===== config.mk =====
export PLATFORM = sky130hd
export DESIGN_NAME = fcc_unit
export DESIGN_NICKNAME = d
export VERILOG_FILES = /design/src/rtl/fcc_pkg.sv /design/src/rtl/fcc_classify.sv /design/src/rtl/fcc_cmp_map.sv /design/src/rtl/fcc_rem_pack.sv /design/src/rtl/fcc_unit.sv
export SDC_FILE = /design/constraint.sdc
export NUM_CORES = 1
export LEC_CHECK = 0
export CORE_AREA = 2 2 49 51
export DETAILED_ROUTE_END_ITERATION = 12
export DIE_AREA = 0 0 51 53
export DONT_BUFFER_PORTS = 1
export GPL_ROUTABILITY_DRIVEN = 0
export PLACE_DENSITY = 0.73
export SETUP_SLACK_MARGIN = 0.2
export SLEW_MARGIN = 40
export SYNTH_ARGS = -nofsm -noshare
export SYNTH_HDL_FRONTEND = slang
export SYNTH_SLANG_ARGS = --single-unit
export TNS_END_PERCENT = 5

===== constraint.sdc =====
create_clock -name clk_i -period 2.18 [get_ports clk_i]
set_input_delay 0.109 -clock clk_i [delete_from_list [all_inputs] [get_ports clk_i]]
set_output_delay 0.109 -clock clk_i [all_outputs]
set_load 0.005 [all_outputs]

===== src/rtl/fcc_pkg.sv =====
package fcc_pkg;
  typedef enum logic [2:0] {
    OP_FCMP     = 3'd0,
    OP_ICMP     = 3'd1,
    OP_CLASS    = 3'd2,
    OP_REM_DONE = 3'd3,
    OP_REM_PART = 3'd4
  } fcc_op_e;

  typedef enum logic [1:0] {
    CMP_LT = 2'd0,
    CMP_EQ = 2'd1,
    CMP_GT = 2'd2,
    CMP_UN = 2'd3
  } fcc_cmp_e;

  localparam int C0_POS = 8;
  localparam int C1_POS = 9;
  localparam int C2_POS = 10;
  localparam int C3_POS = 14;

  typedef struct packed {
    logic c3;
    logic c2;
    logic c1;
    logic c0;
  } cc_t;

  typedef struct packed {
    logic cf;
    logic zf;
    logic pf;
  } iflag_t;
endpackage


===== src/rtl/fcc_classify.sv =====
module fcc_classify
  import fcc_pkg::*;
#(
  parameter int EXP_W = 15,
  parameter int SIG_W = 64
) (
  input  logic             sign_i,
  input  logic [EXP_W-1:0] exp_i,
  input  logic [SIG_W-1:0] sig_i,
  output cc_t              cc_o
);
  localparam logic [SIG_W-1:0] SIG_INT_ONLY = {1'b1, {(SIG_W-1){1'b0}}};

  logic exp_max, exp_zero, sig_zero, sig_inf;

  assign exp_max  = &exp_i;
  assign exp_zero = ~|exp_i;
  assign sig_zero = ~|sig_i;
  assign sig_inf  = (sig_i == SIG_INT_ONLY);

  // priority: all-ones exponent, then zero exponent, then normal
  always_comb begin
    cc_o    = '0;
    cc_o.c1 = sign_i;
    if (exp_max) begin
      cc_o.c0 = 1'b1;
      cc_o.c2 = sig_inf;
    end else if (exp_zero) begin
      cc_o.c3 = 1'b1;
      cc_o.c2 = ~sig_zero;
    end else begin
      cc_o.c2 = 1'b1;
    end
  end
endmodule


===== src/rtl/fcc_cmp_map.sv =====
module fcc_cmp_map
  import fcc_pkg::*;
(
  input  logic [1:0] cmp_i,
  output cc_t        cc_o,
  output iflag_t     fl_o
);
  always_comb begin
    cc_o = '0;
    fl_o = '0;
    unique case (fcc_cmp_e'(cmp_i))
      CMP_LT: begin
        cc_o.c0 = 1'b1;
        fl_o.cf = 1'b1;
      end
      CMP_EQ: begin
        cc_o.c3 = 1'b1;
        fl_o.zf = 1'b1;
      end
      CMP_GT: ;
      CMP_UN: begin
        cc_o.c3 = 1'b1;
        cc_o.c2 = 1'b1;
        cc_o.c0 = 1'b1;
        fl_o    = '1;
      end
      default: ;
    endcase
  end
endmodule


===== src/rtl/fcc_rem_pack.sv =====
module fcc_rem_pack
  import fcc_pkg::*;
(
  input  logic       done_i,
  input  logic [2:0] quo_i,
  output cc_t        cc_o
);
  always_comb begin
    cc_o = '0;
    if (done_i) begin
      cc_o.c0 = quo_i[2];
      cc_o.c3 = quo_i[1];
      cc_o.c1 = quo_i[0];
    end else begin
      cc_o.c2 = 1'b1;
    end
  end
endmodule


===== src/rtl/fcc_unit.sv =====
module fcc_unit
  import fcc_pkg::*;
#(
  parameter int EXP_W = 15,
  parameter int SIG_W = 64,
  parameter int SW_W  = 16
) (
  input  logic             clk_i,
  input  logic             rst_ni,
  input  logic             valid_i,
  input  logic [2:0]       op_i,
  input  logic             sign_i,
  input  logic [EXP_W-1:0] exp_i,
  input  logic [SIG_W-1:0] sig_i,
  input  logic [1:0]       cmp_i,
  input  logic [2:0]       quo_i,
  input  logic [SW_W-1:0]  stat_i,
  output logic [SW_W-1:0]  stat_o,
  output logic             cf_o,
  output logic             zf_o,
  output logic             pf_o
);
  localparam int NCC = 4;
  localparam int CC_POS [NCC] = '{C3_POS, C2_POS, C1_POS, C0_POS};

  fcc_op_e op;
  cc_t     cls_cc, cmp_cc, rem_cc, new_cc, wr_mask;
  iflag_t  cmp_fl, fl_q;
  logic [SW_W-1:0] stat_d, stat_q;

  assign op = fcc_op_e'(op_i);

  fcc_classify #(.EXP_W(EXP_W), .SIG_W(SIG_W)) u_cls (
    .sign_i (sign_i),
    .exp_i  (exp_i),
    .sig_i  (sig_i),
    .cc_o   (cls_cc)
  );

  fcc_cmp_map u_cmp (
    .cmp_i (cmp_i),
    .cc_o  (cmp_cc),
    .fl_o  (cmp_fl)
  );

  fcc_rem_pack u_rem (
    .done_i (op == OP_REM_DONE),
    .quo_i  (quo_i),
    .cc_o   (rem_cc)
  );

  always_comb begin
    new_cc  = '0;
    wr_mask = '0;
    case (op)
      OP_FCMP: begin
        new_cc  = cmp_cc;
        wr_mask = '{c3: 1'b1, c2: 1'b1, c1: 1'b0, c0: 1'b1};
      end
      OP_CLASS: begin
        new_cc  = cls_cc;
        wr_mask = '1;
      end
      OP_REM_DONE, OP_REM_PART: begin
        new_cc  = rem_cc;
        wr_mask = '1;
      end
      default: ;
    endcase
  end

  // merge owned condition bits into the incoming word
  always_comb begin
    stat_d = stat_i;
    for (int k = 0; k < NCC; k++) begin
      if (wr_mask[NCC-1-k]) stat_d[CC_POS[k]] = new_cc[NCC-1-k];
    end
  end

  always_ff @(posedge clk_i or negedge rst_ni) begin
    if (!rst_ni) begin
      stat_q <= '0;
      fl_q   <= '0;
    end else if (valid_i) begin
      stat_q <= stat_d;
      if (op == OP_ICMP) fl_q <= cmp_fl;
    end
  end

  assign stat_o = stat_q;
  assign cf_o   = fl_q.cf;
  assign zf_o   = fl_q.zf;
  assign pf_o   = fl_q.pf;
endmodule


**Yosys cells after proc, flatten, opt, wreduce, memory -nomap -nowiden**

Cells that the tools add are included.

- Equal/unequal tests: 7
- Muxes and demuxes: 17
- Reduce and logical (&&, ||, !) cells: 10

Operators by type and width:

| operator | count |
|---|---|
| $eq A64 B64 Y1 const B | 1 |
| $reduce_or A64 Y1 | 1 |
| $reduce_and A15 Y1 | 1 |
| $reduce_or A15 Y1 | 1 |
| $mux W1 | 14 |
| $pmux W4 S3 | 1 |
| $pmux W4 S2 | 1 |
| $eq A3 B2 Y1 const B | 2 |
| $reduce_or A2 Y1 | 3 |
| $eq A3 B1 Y1 const B | 1 |
| $eq A3 B3 Y1 const B | 1 |
| $logic_not A3 Y1 | 1 |
| $reduce_or A3 Y1 | 1 |
| $eq A2 B1 Y1 const B | 1 |
| $eq A2 B2 Y1 const B | 1 |
| $logic_not A2 Y1 | 1 |
| $mux W2 | 1 |
| $reduce_and A2 Y1 | 1 |

- Flip-flop bits (word level): 19
- Input port bits: 107
- Output and inout bits: 19
- Word-level logic and storage cells: 38

**Depth between registers and ports, before layout**

- Depth in word-level cells: 5
- Mapped depth: 7
- Mapped depth without buffers: 7

**Hierarchy**

Synthesis repeated with hierarchy kept, for this count alone.

- Cells, all modules: 118
- Area total of the unflattened synthesis: 1296.2 um^2

Modules (own cells, without submodules):

| module | times used | cells an instance | area an instance (um^2) | sequential area each (um^2) |
|---|---|---|---|---|
| fcc_unit | 1 | 70 | 957.2 | 475.5 |
| fcc_classify | 1 | 35 | 247.7 | 0.0 |
| fcc_cmp_map | 1 | 9 | 68.8 | 0.0 |
| fcc_rem_pack | 1 | 4 | 22.5 | 0.0 |

**Least setup slack after synthesis**

Ideal clock, no wire load.

- Path kind: input-to-reg
- Start point: in sig_i[53]
- End point: reg stat_q[10] (netlist: stat_o[10])
- Library setup time: 131 ps
- Arrival: 980 ps
- Data required time: 2049 ps
- Path slack: 1069 ps
- Stages: 5
- Path buffers: 0
- Cells stage by stage: nor4_1 -> nand4_1 -> nor4_2 -> and2b_1 -> o31ai_1

- Longest elaborated chain between the ends: 5
- Elaborated cells on any way between the ends: 6
- Those cells by class: eq/ne (1); mux (4); reduce/logical (1)

RTL lines:

| what | line | RTL |
|---|---|---|
| start, declared | fcc_unit.sv:14 | `input logic [SIG_W-1:0] sig_i,` |
| $reduce_or A64 Y1 | fcc_classify.sv:18 | `assign sig_zero = ~\|sig_i;` |
| $mux W1 | fcc_classify.sv:28 | `end else if (exp_zero) begin` |
| $mux W1 (*) | fcc_classify.sv:25 | `if (exp_max) begin` |
| $pmux W4 S3 (*) | fcc_unit.sv:55 | `case (op)` |
| $mux W1 (*) | fcc_unit.sv:76 | `if (wr_mask[NCC-1-k]) stat_d[CC_POS[k]] = new_cc[NCC-1-k];` |
| end signal, assigned | fcc_unit.sv:85 | `stat_q <= stat_d;` |
| end, declared | fcc_unit.sv:29 | `logic [SW_W-1:0] stat_d, stat_q;` |

Mark *: on every way between the ends. The rest lies on a longest branch, timed or not.
A chain may end at the register's enable or synchronous reset.

**Worst setup path after layout**

- Start point: in valid_i
- End point: reg stat_q[1] (netlist: stat_o[1])

RTL lines:

| what | line | RTL |
|---|---|---|
| start, declared | fcc_unit.sv:10 | `input logic valid_i,` |

No word-level cell between the ends.

==> flow_metrics.env <==
export IMPL_yosys_top_cells_count="dfrtp_1, nor4_1, mux2_2"
export IMPL_dp_hpwl_mm=2.369
export IMPL_synth_nets=222
export IMPL_busiest_layer="met2"
export IMPL_clock_latency_ps=290
export IMPL_power_leakage_nw=0.4931
export IMPL_hold_viol=0
export IMPL_grt_max_degree=21
export IMPL_numPortBuffers=0
export IMPL_synth_edf_count=0
export IMPL_synth_compound_area_share_pct=9.556
export IMPL_fill_cells=171
export IMPL_grt_pass1_wl_mm=4.126
export IMPL_cts_sinks=19
export IMPL_cts_clk_slew_worst_paths_ps=110
export IMPL_dpl_worst_slack_ps=931.9
export IMPL_cts_tree="yes"
export IMPL_nets=239
export IMPL_synthArstFlopShare_pct=100.0
export IMPL_peakVddDrop_uv=368.8
export IMPL_reg2regPathDepth=3
export IMPL_h_tree_depth=1
export IMPL_die_h_um=53
export IMPL_cp_buffers_inverters=1
export IMPL_via_count=1043
export IMPL_yosys_register_bits=19
export IMPL_seq_area_frac_synth_pct=42.22
export IMPL_synthFlopType="dfrtp_1"
export IMPL_fin_crit_ps=1409
export IMPL_slowest_stage="dlygate4sd3_1"
export IMPL_status="finished clean"
export IMPL_muxShareOfSynthArea_pct=16.00
export IMPL_syn_area_um2=1126
export IMPL_clk_path_buf_depth=2
export IMPL_syn_area_per_cell_um2=9.965
export IMPL_wl_per_cell_um=19.00
export IMPL_synth_area_leader_cell="dfrtp_1"
export IMPL_worstPathCellList="dlygate4sd3_1 -> mux2_2"
export IMPL_area_delta_synth_final_pct=18.00
export IMPL_cts_resized=0
export IMPL_firstDrtPassIters=4
export IMPL_synth_most_common_cell="dfrtp_1"
export IMPL_syn_inst=113
export IMPL_ys_warn_count=0
export IMPL_die_area_um2=2703
export IMPL_drc=0
export IMPL_synth_top_family_by_area="simple AND/OR/NAND/NOR gates"
export IMPL_cts_buffers_inserted=3
export IMPL_max_slew_margin_pct=47.12
export IMPL_gr_usage_met1_pct=27.89
export IMPL_fin_skew_ps=0
export IMPL_grt_antenna_before_repair=0
export IMPL_grt_pass1_vias=941
export IMPL_ys_top_cells_by_area="dfrtp_1, mux2_2, nor4_1"
export IMPL_tightest_slew_ps=790.6
export IMPL_hp_class="primary input to register"
export IMPL_routed_via_density=6.643
export IMPL_worstPathMaxFanout=20
export IMPL_final_util_pct=61.85
export IMPL_gr_usage_met3_pct=3.390
export IMPL_first_iter_violations=12
export IMPL_powerDensity_nw_per_um2=543.0
export IMPL_crit_type="primary input to register"
export IMPL_finalSetupTns_ps=0
export IMPL_drive_above_1_share_pct=18.60
export IMPL_whs_path_depth=2
export IMPL_grt_setup_unrepaired="no"
export IMPL_worstPathArrival_ps=1590
export IMPL_die_w_um=51
export IMPL_fmax_mhz=709.9
export IMPL_synth_xor_area_share_pct=0
export IMPL_num_rows=17
export IMPL_end_kind="register"
export IMPL_maxSlewViolCount=0
export IMPL_start_kind="primary input"
export IMPL_setup_violations=0
export IMPL_yosys_cell_types_count=24
export IMPL_r2r_setup_slack_ps=1110
export IMPL_synth_top_cell_area_share_pct=42.22
export IMPL_core_um2=2148
export IMPL_crit_cells=2
export IMPL_setup_slack_ps=771.4
export IMPL_antenna_cells=0
export IMPL_antenna_left=0
export IMPL_drt_total_wl_mm=2.983
export IMPL_critPathMaxStageDelay_ps=1050
export IMPL_cts_setup_buffers=0
export IMPL_grt_overflow_total=0
export IMPL_clockRootBuffer="clkbuf_4"
export IMPL_min_period_over_period_pct=64.61
export IMPL_synthSimpleGateAreaFrac_pct=26.44
export IMPL_io_pins=126
export IMPL_critPathTopFamily="buffers and inverters"
export IMPL_critPathRequiredTime_ps=2360
export IMPL_synthAdderAreaFrac_pct=2.222
export IMPL_use_met2_pct=34.42
export IMPL_start_util_pct=52.42
export IMPL_maxCapViolations=0
export IMPL_grtUsageTotal_pct=21.42
-- where the power goes --
part	total [mW]	switching, mW	internal (mW)
combinational	0.120	0.0457	0.0744
clock	0.171	0.103	0.0682
sequential	0.430	0.0341	0.396
-- cells in the final DEF, fill, tap and decap left out, drive strengths merged, types with 2 or more instances in the layout --
cell type and instances:
o31ai 2, mux2 16, nor3 4, dfrtp 19, a31oi 2, nand2 7
ha 2, nor4 20, o21ai 2, a221oi 2, a21oi 4, dlygate4sd3 16
inv 4, nand2b 2, clkbuf 3, nor2 7, nand4 8
-- sequential cells by signal, summed over array words and instances, names as in the netlist --
name    cells
stat_o     16
zf_o        1
cf_o        1
pf_o        1
-- what timing repair did --
action                                  CTS  global route
hold buffers                             16             1
endpoints found under the setup margin    0             0
hold endpoints to repair                 35            19
-- metal layers --
metal / vias up / wire length [um]
li1: 479 / -
met1: 482 / 1171
met2: 76 / 1481
met3: 6 / 268
met4: 0 / 62
met5: - / 0
-- path summary, 6_finish.rpt --
path	start	to
min reg2reg	stat_o[6]	stat_o[6]
max reg2reg	stat_o[10]	stat_o[10]
min in group asynchronous	rst_ni	stat_o[9]
max in group asynchronous	rst_ni	stat_o[8]
min	op_i[1]	stat_o[14]
max	valid_i	stat_o[1]
-- metrics by stage --
step	hold slack [ps]	total power, mW	cells	area [um^2]
floorplan	-186.6	0.5147	113	1126
global placement	-186.2	0.5164	136	1136
detailed placement	-186.2	0.5233	136	1136
CTS	7.472	0.7292	156	1324
global route	16.77	0.7672	157	1329
finish	17.02	0.7215	157	1329
-- logic make-up (layout without fill, tap and decap cells) --
group	after synthesis	after routing
AO/OA/AOI/OAI	16	16
multiplexers	16	16
flip-flops	19	19
buffers and inverters	9	25
AND/OR/NAND/NOR	51	51
adder cells (fa/ha/maj)	2	2
-- area by class of cell --
cell class / instances / area [um^2] / share of cell area, %
clock buffers: 3 / 22.52 / 1.695
clock inverters: 1 / 5.005 / 0.3766
inverters: 4 / 15.01 / 1.130
multi-input cells: 85 / 610.6 / 45.95
flip-flops and latches: 19 / 475.5 / 35.78
well taps: 28 / 35.03 / 2.637
repair buffers: 17 / 165.2 / 12.43
Note: power is estimated with default switching activity, not from simulation.
